File: src/rtl/mesi_lc_pkg.sv
package mesi_lc_pkg;

  typedef enum logic [1:0] {
    LS_I = 2'b00,
    LS_S = 2'b01,
    LS_E = 2'b10,
    LS_M = 2'b11
  } lstate_e;

  // bus / snoop command codes
  localparam logic [1:0] BC_RD   = 2'd0;
  localparam logic [1:0] BC_RDX  = 2'd1;
  localparam logic [1:0] BC_UPGR = 2'd2;
  localparam logic [1:0] BC_WB   = 2'd3;

  // local operation codes
  localparam logic [1:0] OP_RD    = 2'd0;
  localparam logic [1:0] OP_WR    = 2'd1;
  localparam logic [1:0] OP_CLEAN = 2'd2;
  localparam logic [1:0] OP_DROP  = 2'd3;

  // local outcome codes
  localparam logic [1:0] OUT_HIT   = 2'd0;
  localparam logic [1:0] OUT_MISS  = 2'd1;
  localparam logic [1:0] OUT_STALL = 2'd2;

  typedef enum logic [1:0] {
    SQ_IDLE = 2'd0,
    SQ_REQ  = 2'd1,
    SQ_WAIT = 2'd2
  } seq_e;

endpackage

File: src/rtl/mesi_lc_store.sv
module mesi_lc_store
  import mesi_lc_pkg::*;
#(
  parameter int LINES = 4,
  localparam int LW = $clog2(LINES)
) (
  input  logic                   clk,
  input  logic                   rst_n,
  // bus completion update (highest priority)
  input  logic                   bus_en,
  input  logic [LW-1:0]          bus_line,
  input  logic [1:0]             bus_st,
  // snoop update
  input  logic                   snp_en,
  input  logic [LW-1:0]          snp_line,
  input  logic [1:0]             snp_st,
  // local update
  input  logic                   loc_en,
  input  logic [LW-1:0]          loc_line,
  input  logic [1:0]             loc_st,
  output logic [LINES-1:0][1:0]  st_q
);

  for (genvar g = 0; g < LINES; g++) begin : g_line
    always_ff @(posedge clk or negedge rst_n) begin
      if (!rst_n)                                st_q[g] <= LS_I;
      else if (bus_en && bus_line == LW'(g))     st_q[g] <= bus_st;
      else if (snp_en && snp_line == LW'(g))     st_q[g] <= snp_st;
      else if (loc_en && loc_line == LW'(g))     st_q[g] <= loc_st;
    end
  end

endmodule

File: src/rtl/mesi_lc_snoop.sv
module mesi_lc_snoop
  import mesi_lc_pkg::*;
#(
  parameter int LINES = 4,
  localparam int LW = $clog2(LINES)
) (
  input  logic          clk,
  input  logic          rst_n,
  input  logic          snp_valid,
  input  logic [1:0]    snp_cmd,
  input  logic [LW-1:0] snp_line,
  input  logic [1:0]    snp_st,
  input  logic          wb_clr,
  output logic          snp_retry,
  output logic          snp_shared,
  output logic          upd_en,
  output logic [1:0]    upd_st,
  output logic          pend,
  output logic [LW-1:0] pend_line,
  output logic          pend_inv
);

  logic is_rd, is_own, clean_hit, dirty_hit;

  always_comb begin
    is_rd     = snp_valid && snp_cmd == BC_RD;
    is_own    = snp_valid && (snp_cmd == BC_RDX || snp_cmd == BC_UPGR);
    clean_hit = snp_st == LS_S || snp_st == LS_E;
    dirty_hit = snp_valid && snp_st == LS_M &&
                (snp_cmd == BC_RD || snp_cmd == BC_RDX);

    snp_retry  = dirty_hit;
    snp_shared = is_rd && clean_hit;

    upd_en = 1'b0;
    upd_st = LS_I;
    if (is_rd && snp_st == LS_E) begin
      upd_en = 1'b1;
      upd_st = LS_S;
    end else if (is_own && clean_hit) begin
      upd_en = 1'b1;
      upd_st = LS_I;
    end
  end

  // one pending snoop writeback slot
  always_ff @(posedge clk or negedge rst_n) begin
    if (!rst_n) begin
      pend      <= 1'b0;
      pend_line <= '0;
      pend_inv  <= 1'b0;
    end else if (dirty_hit && !pend) begin
      pend      <= 1'b1;
      pend_line <= snp_line;
      pend_inv  <= snp_cmd == BC_RDX;
    end else if (dirty_hit && snp_line == pend_line) begin
      pend_inv  <= pend_inv | (snp_cmd == BC_RDX);
    end else if (wb_clr) begin
      pend      <= 1'b0;
    end
  end

endmodule

File: src/rtl/mesi_lc_busseq.sv
module mesi_lc_busseq
  import mesi_lc_pkg::*;
#(
  parameter int LINES = 4,
  localparam int LW = $clog2(LINES)
) (
  input  logic                  clk,
  input  logic                  rst_n,
  input  logic                  pend,
  input  logic [LW-1:0]         pend_line,
  input  logic                  pend_inv,
  input  logic                  loc_go,
  input  logic [1:0]            loc_cmd,
  input  logic [LW-1:0]         loc_line,
  input  logic [LINES-1:0][1:0] st,
  input  logic                  bo_ready,
  input  logic                  bus_done,
  input  logic                  bus_shared,
  input  logic                  bus_retry,
  output logic                  bo_valid,
  output logic [1:0]            bo_cmd,
  output logic [LW-1:0]         bo_line,
  output logic                  busy,
  output logic [LW-1:0]         busy_line,
  output logic                  done_en,
  output logic [LW-1:0]         done_line,
  output logic [1:0]            done_st,
  output logic                  pend_clr
);

  seq_e          sq_q;
  logic [1:0]    cmd_q;
  logic [LW-1:0] line_q;
  logic          finish;
  logic          pend_match;

  always_ff @(posedge clk or negedge rst_n) begin
    if (!rst_n) begin
      sq_q   <= SQ_IDLE;
      cmd_q  <= BC_RD;
      line_q <= '0;
    end else begin
      unique case (sq_q)
        SQ_IDLE: begin
          if (pend) begin
            sq_q   <= SQ_REQ;
            cmd_q  <= BC_WB;
            line_q <= pend_line;
          end else if (loc_go) begin
            sq_q   <= SQ_REQ;
            cmd_q  <= loc_cmd;
            line_q <= loc_line;
          end
        end
        SQ_REQ:  if (bo_ready) sq_q <= SQ_WAIT;
        SQ_WAIT: if (bus_retry || bus_done) sq_q <= SQ_IDLE;
        default: sq_q <= SQ_IDLE;
      endcase
    end
  end

  always_comb begin
    bo_valid   = sq_q == SQ_REQ;
    bo_cmd     = cmd_q;
    bo_line    = line_q;
    busy       = sq_q != SQ_IDLE;
    busy_line  = line_q;
    finish     = sq_q == SQ_WAIT && bus_done && !bus_retry;
    pend_match = pend && pend_line == line_q;

    done_line = line_q;
    done_en   = 1'b0;
    done_st   = LS_I;
    pend_clr  = 1'b0;
    if (finish) begin
      unique case (cmd_q)
        BC_RD: begin
          done_en = 1'b1;
          done_st = bus_shared ? LS_S : LS_E;
        end
        BC_RDX: begin
          done_en = 1'b1;
          done_st = LS_M;
        end
        BC_UPGR: begin
          // a snoop may have taken the copy while the upgrade waited
          done_en = st[line_q] == LS_S;
          done_st = LS_M;
        end
        default: begin
          done_en  = 1'b1;
          done_st  = pend_match ? (pend_inv ? LS_I : LS_S) : LS_E;
          pend_clr = pend_match;
        end
      endcase
    end
  end

endmodule

File: src/rtl/mesi_line_ctrl.sv
module mesi_line_ctrl
  import mesi_lc_pkg::*;
#(
  parameter int LINES = 4,
  localparam int LW = $clog2(LINES)
) (
  input  logic          clk,
  input  logic          rst_n,
  input  logic          lreq_valid,
  output logic          lreq_ready,
  input  logic [1:0]    lreq_op,
  input  logic [LW-1:0] lreq_line,
  output logic [1:0]    lreq_outcome,
  input  logic          snp_valid,
  input  logic [1:0]    snp_cmd,
  input  logic [LW-1:0] snp_line,
  output logic          snp_retry,
  output logic          snp_shared,
  output logic          bo_valid,
  input  logic          bo_ready,
  output logic [1:0]    bo_cmd,
  output logic [LW-1:0] bo_line,
  input  logic          bus_done,
  input  logic          bus_shared,
  input  logic          bus_retry
);

  logic [LINES-1:0][1:0] line_st;
  logic                  snp_pend, snp_pend_inv, pend_clr;
  logic [LW-1:0]         snp_pend_line;
  logic                  snp_upd_en;
  logic [1:0]            snp_upd_st;
  logic                  busy;
  logic [LW-1:0]         busy_line;
  logic                  done_en;
  logic [LW-1:0]         done_line;
  logic [1:0]            done_st;

  logic [1:0] l_st, loc_cmd, loc_st;
  logic       hit_ok, stall, loc_go, loc_en;

  always_comb begin
    l_st = line_st[lreq_line];
    unique case (lreq_op)
      OP_RD:   hit_ok = l_st != LS_I;
      OP_WR:   hit_ok = l_st == LS_E || l_st == LS_M;
      default: hit_ok = l_st != LS_M;
    endcase

    unique case (lreq_op)
      OP_RD:   loc_cmd = BC_RD;
      OP_WR:   loc_cmd = (l_st == LS_S) ? BC_UPGR : BC_RDX;
      default: loc_cmd = BC_WB;
    endcase

    stall = (snp_valid && snp_line == lreq_line) ||
            (snp_pend && snp_pend_line == lreq_line);

    if (stall)                                          lreq_outcome = OUT_STALL;
    else if (hit_ok && !(busy && busy_line == lreq_line)) lreq_outcome = OUT_HIT;
    else                                                lreq_outcome = OUT_MISS;

    lreq_ready = lreq_valid && lreq_outcome == OUT_HIT;
    loc_go     = lreq_valid && !stall && !hit_ok;

    loc_en = 1'b0;
    loc_st = LS_M;
    if (lreq_ready && lreq_op == OP_WR && l_st == LS_E) begin
      loc_en = 1'b1;
      loc_st = LS_M;
    end else if (lreq_ready && lreq_op == OP_DROP && l_st != LS_I) begin
      loc_en = 1'b1;
      loc_st = LS_I;
    end
  end

  mesi_lc_store #(.LINES(LINES)) u_store (
    .clk      (clk),
    .rst_n    (rst_n),
    .bus_en   (done_en),
    .bus_line (done_line),
    .bus_st   (done_st),
    .snp_en   (snp_upd_en),
    .snp_line (snp_line),
    .snp_st   (snp_upd_st),
    .loc_en   (loc_en),
    .loc_line (lreq_line),
    .loc_st   (loc_st),
    .st_q     (line_st)
  );

  mesi_lc_snoop #(.LINES(LINES)) u_snoop (
    .clk        (clk),
    .rst_n      (rst_n),
    .snp_valid  (snp_valid),
    .snp_cmd    (snp_cmd),
    .snp_line   (snp_line),
    .snp_st     (line_st[snp_line]),
    .wb_clr     (pend_clr),
    .snp_retry  (snp_retry),
    .snp_shared (snp_shared),
    .upd_en     (snp_upd_en),
    .upd_st     (snp_upd_st),
    .pend       (snp_pend),
    .pend_line  (snp_pend_line),
    .pend_inv   (snp_pend_inv)
  );

  mesi_lc_busseq #(.LINES(LINES)) u_seq (
    .clk        (clk),
    .rst_n      (rst_n),
    .pend       (snp_pend),
    .pend_line  (snp_pend_line),
    .pend_inv   (snp_pend_inv),
    .loc_go     (loc_go),
    .loc_cmd    (loc_cmd),
    .loc_line   (lreq_line),
    .st         (line_st),
    .bo_ready   (bo_ready),
    .bus_done   (bus_done),
    .bus_shared (bus_shared),
    .bus_retry  (bus_retry),
    .bo_valid   (bo_valid),
    .bo_cmd     (bo_cmd),
    .bo_line    (bo_line),
    .busy       (busy),
    .busy_line  (busy_line),
    .done_en    (done_en),
    .done_line  (done_line),
    .done_st    (done_st),
    .pend_clr   (pend_clr)
  );

endmodule

File: config.mk
export PLATFORM = sky130hd
export DESIGN_NAME = mesi_line_ctrl
export DESIGN_NICKNAME = d
export VERILOG_FILES = /design/src/rtl/mesi_lc_pkg.sv /design/src/rtl/mesi_lc_store.sv /design/src/rtl/mesi_lc_snoop.sv /design/src/rtl/mesi_lc_busseq.sv /design/src/rtl/mesi_line_ctrl.sv
export SDC_FILE = /design/constraint.sdc
export NUM_CORES = 1
export LEC_CHECK = 0
export BUFFER_PORTS_ARGS = -buffer_cell sky130_fd_sc_hd__buf_2
export CAP_MARGIN = 20
export CORE_UTILIZATION = 57
export DETAILED_ROUTE_END_ITERATION = 10
export PLACE_DENSITY = 0.8
export SLEW_MARGIN = 20
export SYNTH_ARGS = -nofsm -noshare
export SYNTH_HDL_FRONTEND = slang
export SYNTH_HIERARCHICAL = 1
export SYNTH_SLANG_ARGS = --single-unit
File: constraint.sdc
create_clock -name clk -period 5.9 [get_ports clk]
set_clock_uncertainty 0.05 [all_clocks]
set_input_delay 0.295 -clock clk [delete_from_list [all_inputs] [get_ports clk]]
set_output_delay 0.295 -clock clk [all_outputs]
set_load 0.02 [all_outputs]
== Word level (Yosys, flattened, before mapping) ==
Index checks and enable logic that the tools add are counted.
Storage, ports and cells
  output and inout port bits: 10
  bits in writable memories: 0
  latch bits: 0
  memory bits (read-only): 0
  bits in registers: 18
  memories: 0
  bits of input ports: 16
Operators by class
  reductions and logical operators: 68
  shifts and indexed selects: 0
  bitwise gates (word level): 1
  eq/ne operators: 34
  magnitude comparators: 3
  add/subtract/negate cells: 0
  multiplexer cells: 53
  div/mod/pow operators: 0
  multipliers: 0
Operators with widths (number)
  $mux 2: 30
  $logic_and 1x1->1: 35
  $eq 2x2->1 const B: 14
  $eq 2x1->1 const B: 10
  $logic_not 2->1: 8
  $mux 1: 16
  $bmux 2 s2: 3
  $reduce_bool 3->1: 4
  $eq 2x2->1: 5
  $reduce_bool 2->1: 5
  $lt 2x3->1 const B: 3
  $pmux 2 s2: 2
  $logic_or 1x1->1: 6
  $ne 2x1->1 const B: 3
  $pmux 2 s3: 1
  $logic_not 1->1: 5
  $reduce_and 2->1: 2
  $ne 3x3->1 const B: 1
  $reduce_and 3->1: 1
  $reduce_or 3->1: 1
  $ne 2x2->1 const B: 1
  $pmux 1 s2: 1
  $reduce_or 2->1: 1
  $or 1x1->1: 1

== Logic depth before layout (Yosys ltp) ==
  depth after elaboration: 18
  depth in mapped cells: 8
  mapped depth without buffers: 8

== By module ==
Netlist, hierarchy kept.
By module, submodules not included
  mesi_lc_store: sequential area each 200.2 µm², times used 1, area an instance 566.8 µm², cells an instance 62
  mesi_lc_busseq: sequential area each 150.1 µm², times used 1, area an instance 518.0 µm², cells an instance 50
  mesi_line_ctrl: sequential area each 0.0 µm², times used 1, area an instance 344.1 µm², cells an instance 40
  mesi_lc_snoop: sequential area each 100.1 µm², times used 1, area an instance 300.3 µm², cells an instance 32

== Worst setup path before layout ==
No wires, ideal clock.
  kind: input to register
  start: in lreq_line[0]
  end: reg u_store/st_q[1] (netlist bit)
  arrival: 2.376 ns
  cell stages on the path: 8
  setup slack: 3.336 ns
  buffers on the path: 1
  library setup time: 0.138 ns
  cells stage by stage: buf_6 mux4_2 and3_4 a211oi_2 and4bb_2 or3b_1 a221oi_2 o31ai_1
RTL lines
  start: declaration: line mesi_line_ctrl.sv:12  | input logic [LW-1:0] lreq_line,
  $bmux 2 s2: line mesi_line_ctrl.sv:43  | l_st = line_st[lreq_line];
  $mux 2 (not written as such): line mesi_line_ctrl.sv:43
  $eq 2x2->1, on equally long branches: line mesi_line_ctrl.sv:46, mesi_line_ctrl.sv:68
  $logic_or 1x1->1: line mesi_line_ctrl.sv:46  | OP_WR: hit_ok = l_st == LS_E || l_st == LS_M;
  $pmux 1 s2: line mesi_line_ctrl.sv:44  | unique case (lreq_op)
  $logic_and 1x1->1: line mesi_line_ctrl.sv:60  | else if (hit_ok && !(busy && busy_line == lreq_line)) lreq_outcome = OUT_HIT;
  $mux 1: line mesi_line_ctrl.sv:60
  $mux 2: line mesi_line_ctrl.sv:59  | if (stall) lreq_outcome = OUT_STALL;
  $logic_not 2->1: line mesi_line_ctrl.sv:63  | lreq_ready = lreq_valid && lreq_outcome == OUT_HIT;
  $logic_and 1x1->1: line mesi_line_ctrl.sv:63
  $logic_and 1x1->1 (2 in a row): line mesi_line_ctrl.sv:71  | end else if (lreq_ready && lreq_op == OP_DROP && l_st != LS_I) begin
  $mux 1: line mesi_line_ctrl.sv:71
  $mux 1 *: line mesi_line_ctrl.sv:68  | if (lreq_ready && lreq_op == OP_WR && l_st == LS_E) begin
  via loc_en: line mesi_line_ctrl.sv:40  | logic hit_ok, stall, loc_go, loc_en;
  $logic_and 1x1->1 *: line mesi_lc_store.sv:29  | else if (loc_en && loc_line == LW'(g)) st_q[g] <= loc_st;
  $reduce_bool 3->1 (no source line) *
  end signal: indexed assignment: line mesi_lc_store.sv:27  | else if (bus_en && bus_line == LW'(g)) st_q[g] <= bus_st;
  end signal: indexed assignment: line mesi_lc_store.sv:28  | else if (snp_en && snp_line == LW'(g)) st_q[g] <= snp_st;
  end signal: indexed assignment: line mesi_lc_store.sv:29
  end: declaration: line mesi_lc_store.sv:21  | output logic [LINES-1:0][1:0] st_q
The timed path passes the listed nets; every way through them passes the cells marked *. The select of a mux whose other input is x is not followed.
A chain may end at the register's enable or synchronous reset.

== Final worst setup path ==
  start: reg u_store/st_q[6] (netlist bit)
  end: reg u_store/st_q[0] (netlist bit)
On the way
  cells in the longest elaborated chain, start to end: 17
Ends and longest elaborated chain
  $bmux 2 s2 *: line mesi_line_ctrl.sv:43
  $mux 2 (not written as such) *: line mesi_line_ctrl.sv:43
  $eq 2x2->1, on equally long branches: line mesi_line_ctrl.sv:46, mesi_line_ctrl.sv:68
  $logic_or 1x1->1: line mesi_line_ctrl.sv:46
  $pmux 1 s2: line mesi_line_ctrl.sv:44
  $logic_and 1x1->1: line mesi_line_ctrl.sv:60
  $mux 1: line mesi_line_ctrl.sv:60
  $mux 2: line mesi_line_ctrl.sv:59
  $logic_not 2->1: line mesi_line_ctrl.sv:63
  $logic_and 1x1->1: line mesi_line_ctrl.sv:63
  $logic_and 1x1->1 (2 in a row): line mesi_line_ctrl.sv:71
  $mux 2: line mesi_line_ctrl.sv:71
  $mux 2 *: line mesi_line_ctrl.sv:68
  via loc_st[0]: line mesi_line_ctrl.sv:39  | logic [1:0] l_st, loc_cmd, loc_st;
  $mux 2 *: line mesi_lc_store.sv:29
  $mux 2 *: line mesi_lc_store.sv:28
  $mux 2 *: line mesi_lc_store.sv:27
Marks and branches as above.

==> results.md <==
- Status: finished with violations
- Failing checks: DRC
- Root buffer cell: clkbuf_4
- Delay-heaviest family, CP: simple AND/OR/NAND/NOR gates
- Final Hold Viols: 0
- TNS Setup: 0 ns
- Synth Area in XOR/XNOR: 5.065%
- CTS Buf Count: 3
- Final nets: 230
- Simple-Gate Fraction of Synth Area: 27.93%
- DR vias: 1570
- Post-synth EDFFs: 0
- Sequential-to-total area share from yosys stat: 26.05%
- CTS H-tree lvls: 1
- Inst Count DP: 232
- Commonest cells after routing, fill and taps aside: buf_2, dfrtp_1, nor2_1
- HPWL after DPL: 3141 um
- Total Wirelength: 4137 um
- Setup crit start: u_store/st_q[6]$_DFFE_PN0P_
- Post-layout min period: 2.840 ns
- Die area: 3258 um2
- Number of max-cap violations: 0
- Final setup vio count: 0
- First-pass GRT wire length: 6900 um
- Ys Warns: 6
- Starting Density: 61.64%
- Synth Register Bits: 18
- Post-synthesis async set-or-reset flop share: 100.0%
- DRT Pass-1 Iters: 7
- Vias per cell: 6.624
- Total track usage: 27.47%
- Mean Syn Cell Area: 9.398 um2
- Startpoint types: register
- Main combinational cell family by area after synthesis: simple AND/OR/NAND/NOR gates
- Max frequency: 352.2 MHz
- Area delta synth->final: 8.611%
- CTS tree: built
- Reg2reg end: u_store/st_q[0]$_DFFE_PN0P_
- Port-buffer cells: 25
- Post-synthesis mux area share: 12.59%
- N_diodes: 0
- Fin crit share: 48.13%
- Final slew viol count: 0
- TritonCTS Sinks: 18
- Netlist Area Pre-Place: 1729 um2
- Critical path depth: 7
- Post-Synth Adder-Cell Area: 5.065%
- Distinct cell type count after synthesis: 54
- Total power: 765.1 uW
- Commonest non-fill, non-tap cell in the layout: buf_2
- Kind of end point of the critical path: register
- Die W: 57.08 um
- CP arrival: 2.97 ns
- Slew margin rel.: 45.92%
- CP cell instances: mux4_2 -> and3_4 -> a211oi_2 -> or4b_1 -> and2_2 -> a221oi_1 -> o31ai_1
- Remaining Overflow, GRT: 0
- Post-synth net total: 207
- Die Y: 57.08 um
- Worst skew pair latency: 0.30 ns
- Type of the worst setup path: register to register
- Static Leak: 0.0008410 uW
- Placed cell area: 1832 um2
- Layout Cells excl Fill: 237
- IO Pins: 26
- Unrepaired setup endpoints after global routing: false
- Peak supply drop: 0.0001670 V
- CP Max Fanout: 5
- Setup crit end: u_store/st_q[0]$_DFFE_PN0P_
- CP max-delay cell: mux4_2
- Syn Inst Count: 184
- Rows: 19
- Initial antenna violation count: 0
- Vias in the first global route: 1451
- Largest net degree at the start of global routing: 19
- Max Root-Sink Buffers: 2
- Share of cells above drive strength 1: 26.21%
- GPL Wtd Cong: 0.9346
- Pwr Density: 407.4 nW/um2
- CP Data Required Time: 6.03 ns
- DRC: 6
- Worst slew pin tran: 0.8058 ns
- Worst path buffer plus inverter count: 0
- Initial DRC count: 96
- HP Class: primary input to register
- R2R Setup Slk: 3.06 ns
- CP peak stage delay: 0.54 ns
- Antenna viol nets, final: 0
- FF-to-FF Start: u_store/st_q[6]$_DFFE_PN0P_
- R2r worst-path depth: 7
- Clock slew at reported path FFs: 0.12 ns
- Synth Area in Compound Gates: 16.71%
- Routed WL per cell: 17.46 um
- Design Area, Final: 1878 um2
- Core Area: 2805 um2
- Main flop type after synthesis: dfrtp_1
kinds of logic (layout without fill, tap and decap cells):
kind of cell	after synthesis	in the layout
xor gates and xnor gates	10	10
other	1	1
AOI/OAI and AO/OA	37	37
DFF	18	18
and+or+nand+nor	75	75
muxes	15	15
buffers and inverters	21	43
adders and majority gates	7	7
worst min path at each step:
stage               startpoint                          end  slack, ns  cells after the start
floorplan                rst_n  u_seq/bo_cmd[0]$_DFFE_PN0P_      -0.05                      0
global placement         rst_n  u_store/st_q[4]$_DFFE_PN0P_       0.20                      1
detailed placement       rst_n  u_store/st_q[4]$_DFFE_PN0P_       0.21                      1
CTS                  bus_retry    u_seq/sq_q[1]$_DFFE_PN0P_       0.13                      2
global route         bus_retry    u_seq/sq_q[1]$_DFFE_PN0P_       0.13                      2
finish               bus_retry    u_seq/sq_q[1]$_DFFE_PN0P_       0.13                      2
flip-flops by register name, summed over array words and instances, names as in the netlist:
signal             count
u_store/st_q           8
u_seq/bo_cmd           2
u_seq/bo_line          2
u_seq/sq_q             2
u_snoop/pend_line      2
u_snoop/pend           1
u_snoop/pend_inv       1
Yosys cell counts, drive strengths merged, types with 6 or more instances:
master / count / area (um2)
inv: 13 / 48.80
a221oi: 9 / 85.08
ha: 7 / 87.58
nand3b: 6 / 45.04
nor2: 18 / 88.83
o21ai: 7 / 35.03
xnor2: 10 / 87.58
mux2: 8 / 97.59
buf: 8 / 61.30
dfrtp: 18 / 450.4
nand3: 6 / 30.03
nand2: 14 / 52.55
layer usage:
metal / up-vias / wire length, um / global-route usage (%)
met5: - / 0 / 0
met4: 0 / 130 / 12.54
met3: 16 / 210 / 3.175
met2: 75 / 1974 / 44.03
met1: 758 / 1822 / 37.45
li1: 721 / - / -
power by group:
part | switching, uW | total, uW | internal (uW)
logic | 214 | 424 | 210
clock network | 42.4 | 80.0 | 37.6
registers | 87.0 | 261 | 174
total | 343 | 765 | 422
worst register-to-register path, delay by kind of cell (launching register included):
family / cells / cell delay (ns)
multiplexers: 1 / 0.54
flip-flops: 1 / 0.46
AND/OR/NAND/NOR: 3 / 0.96
AO/OA/AOI/OAI: 3 / 0.70
what timing repair did:
item,in CTS,in global routing
hold endpoints to repair,18,0
gates resized for setup,0,0
buffers inserted,0,0
hold buffers,1,0
per-stage QoR:
stage	worst slack (ns)	hold WS, ns	util [%]
after CTS	3.082	0.1317	66.95
after detailed placement	2.903	0.2076	65.30
after floorplan	3.336	-0.05059	-
final	3.060	0.1311	66.95
after global placement	2.990	0.1971	65.30
after global routing	2.946	0.1273	66.95
layout make-up:
class                   instances  area, um2
clock buffers                   4      36.28
fillers                       254      927.1
well taps                      31      38.79
multi-input cells             145       1169
flip-flops and latches         18      450.4
repair buffers                 26      135.1
inverters                      13      48.80
No activity file was read; power rests on OpenSTA's default activity.
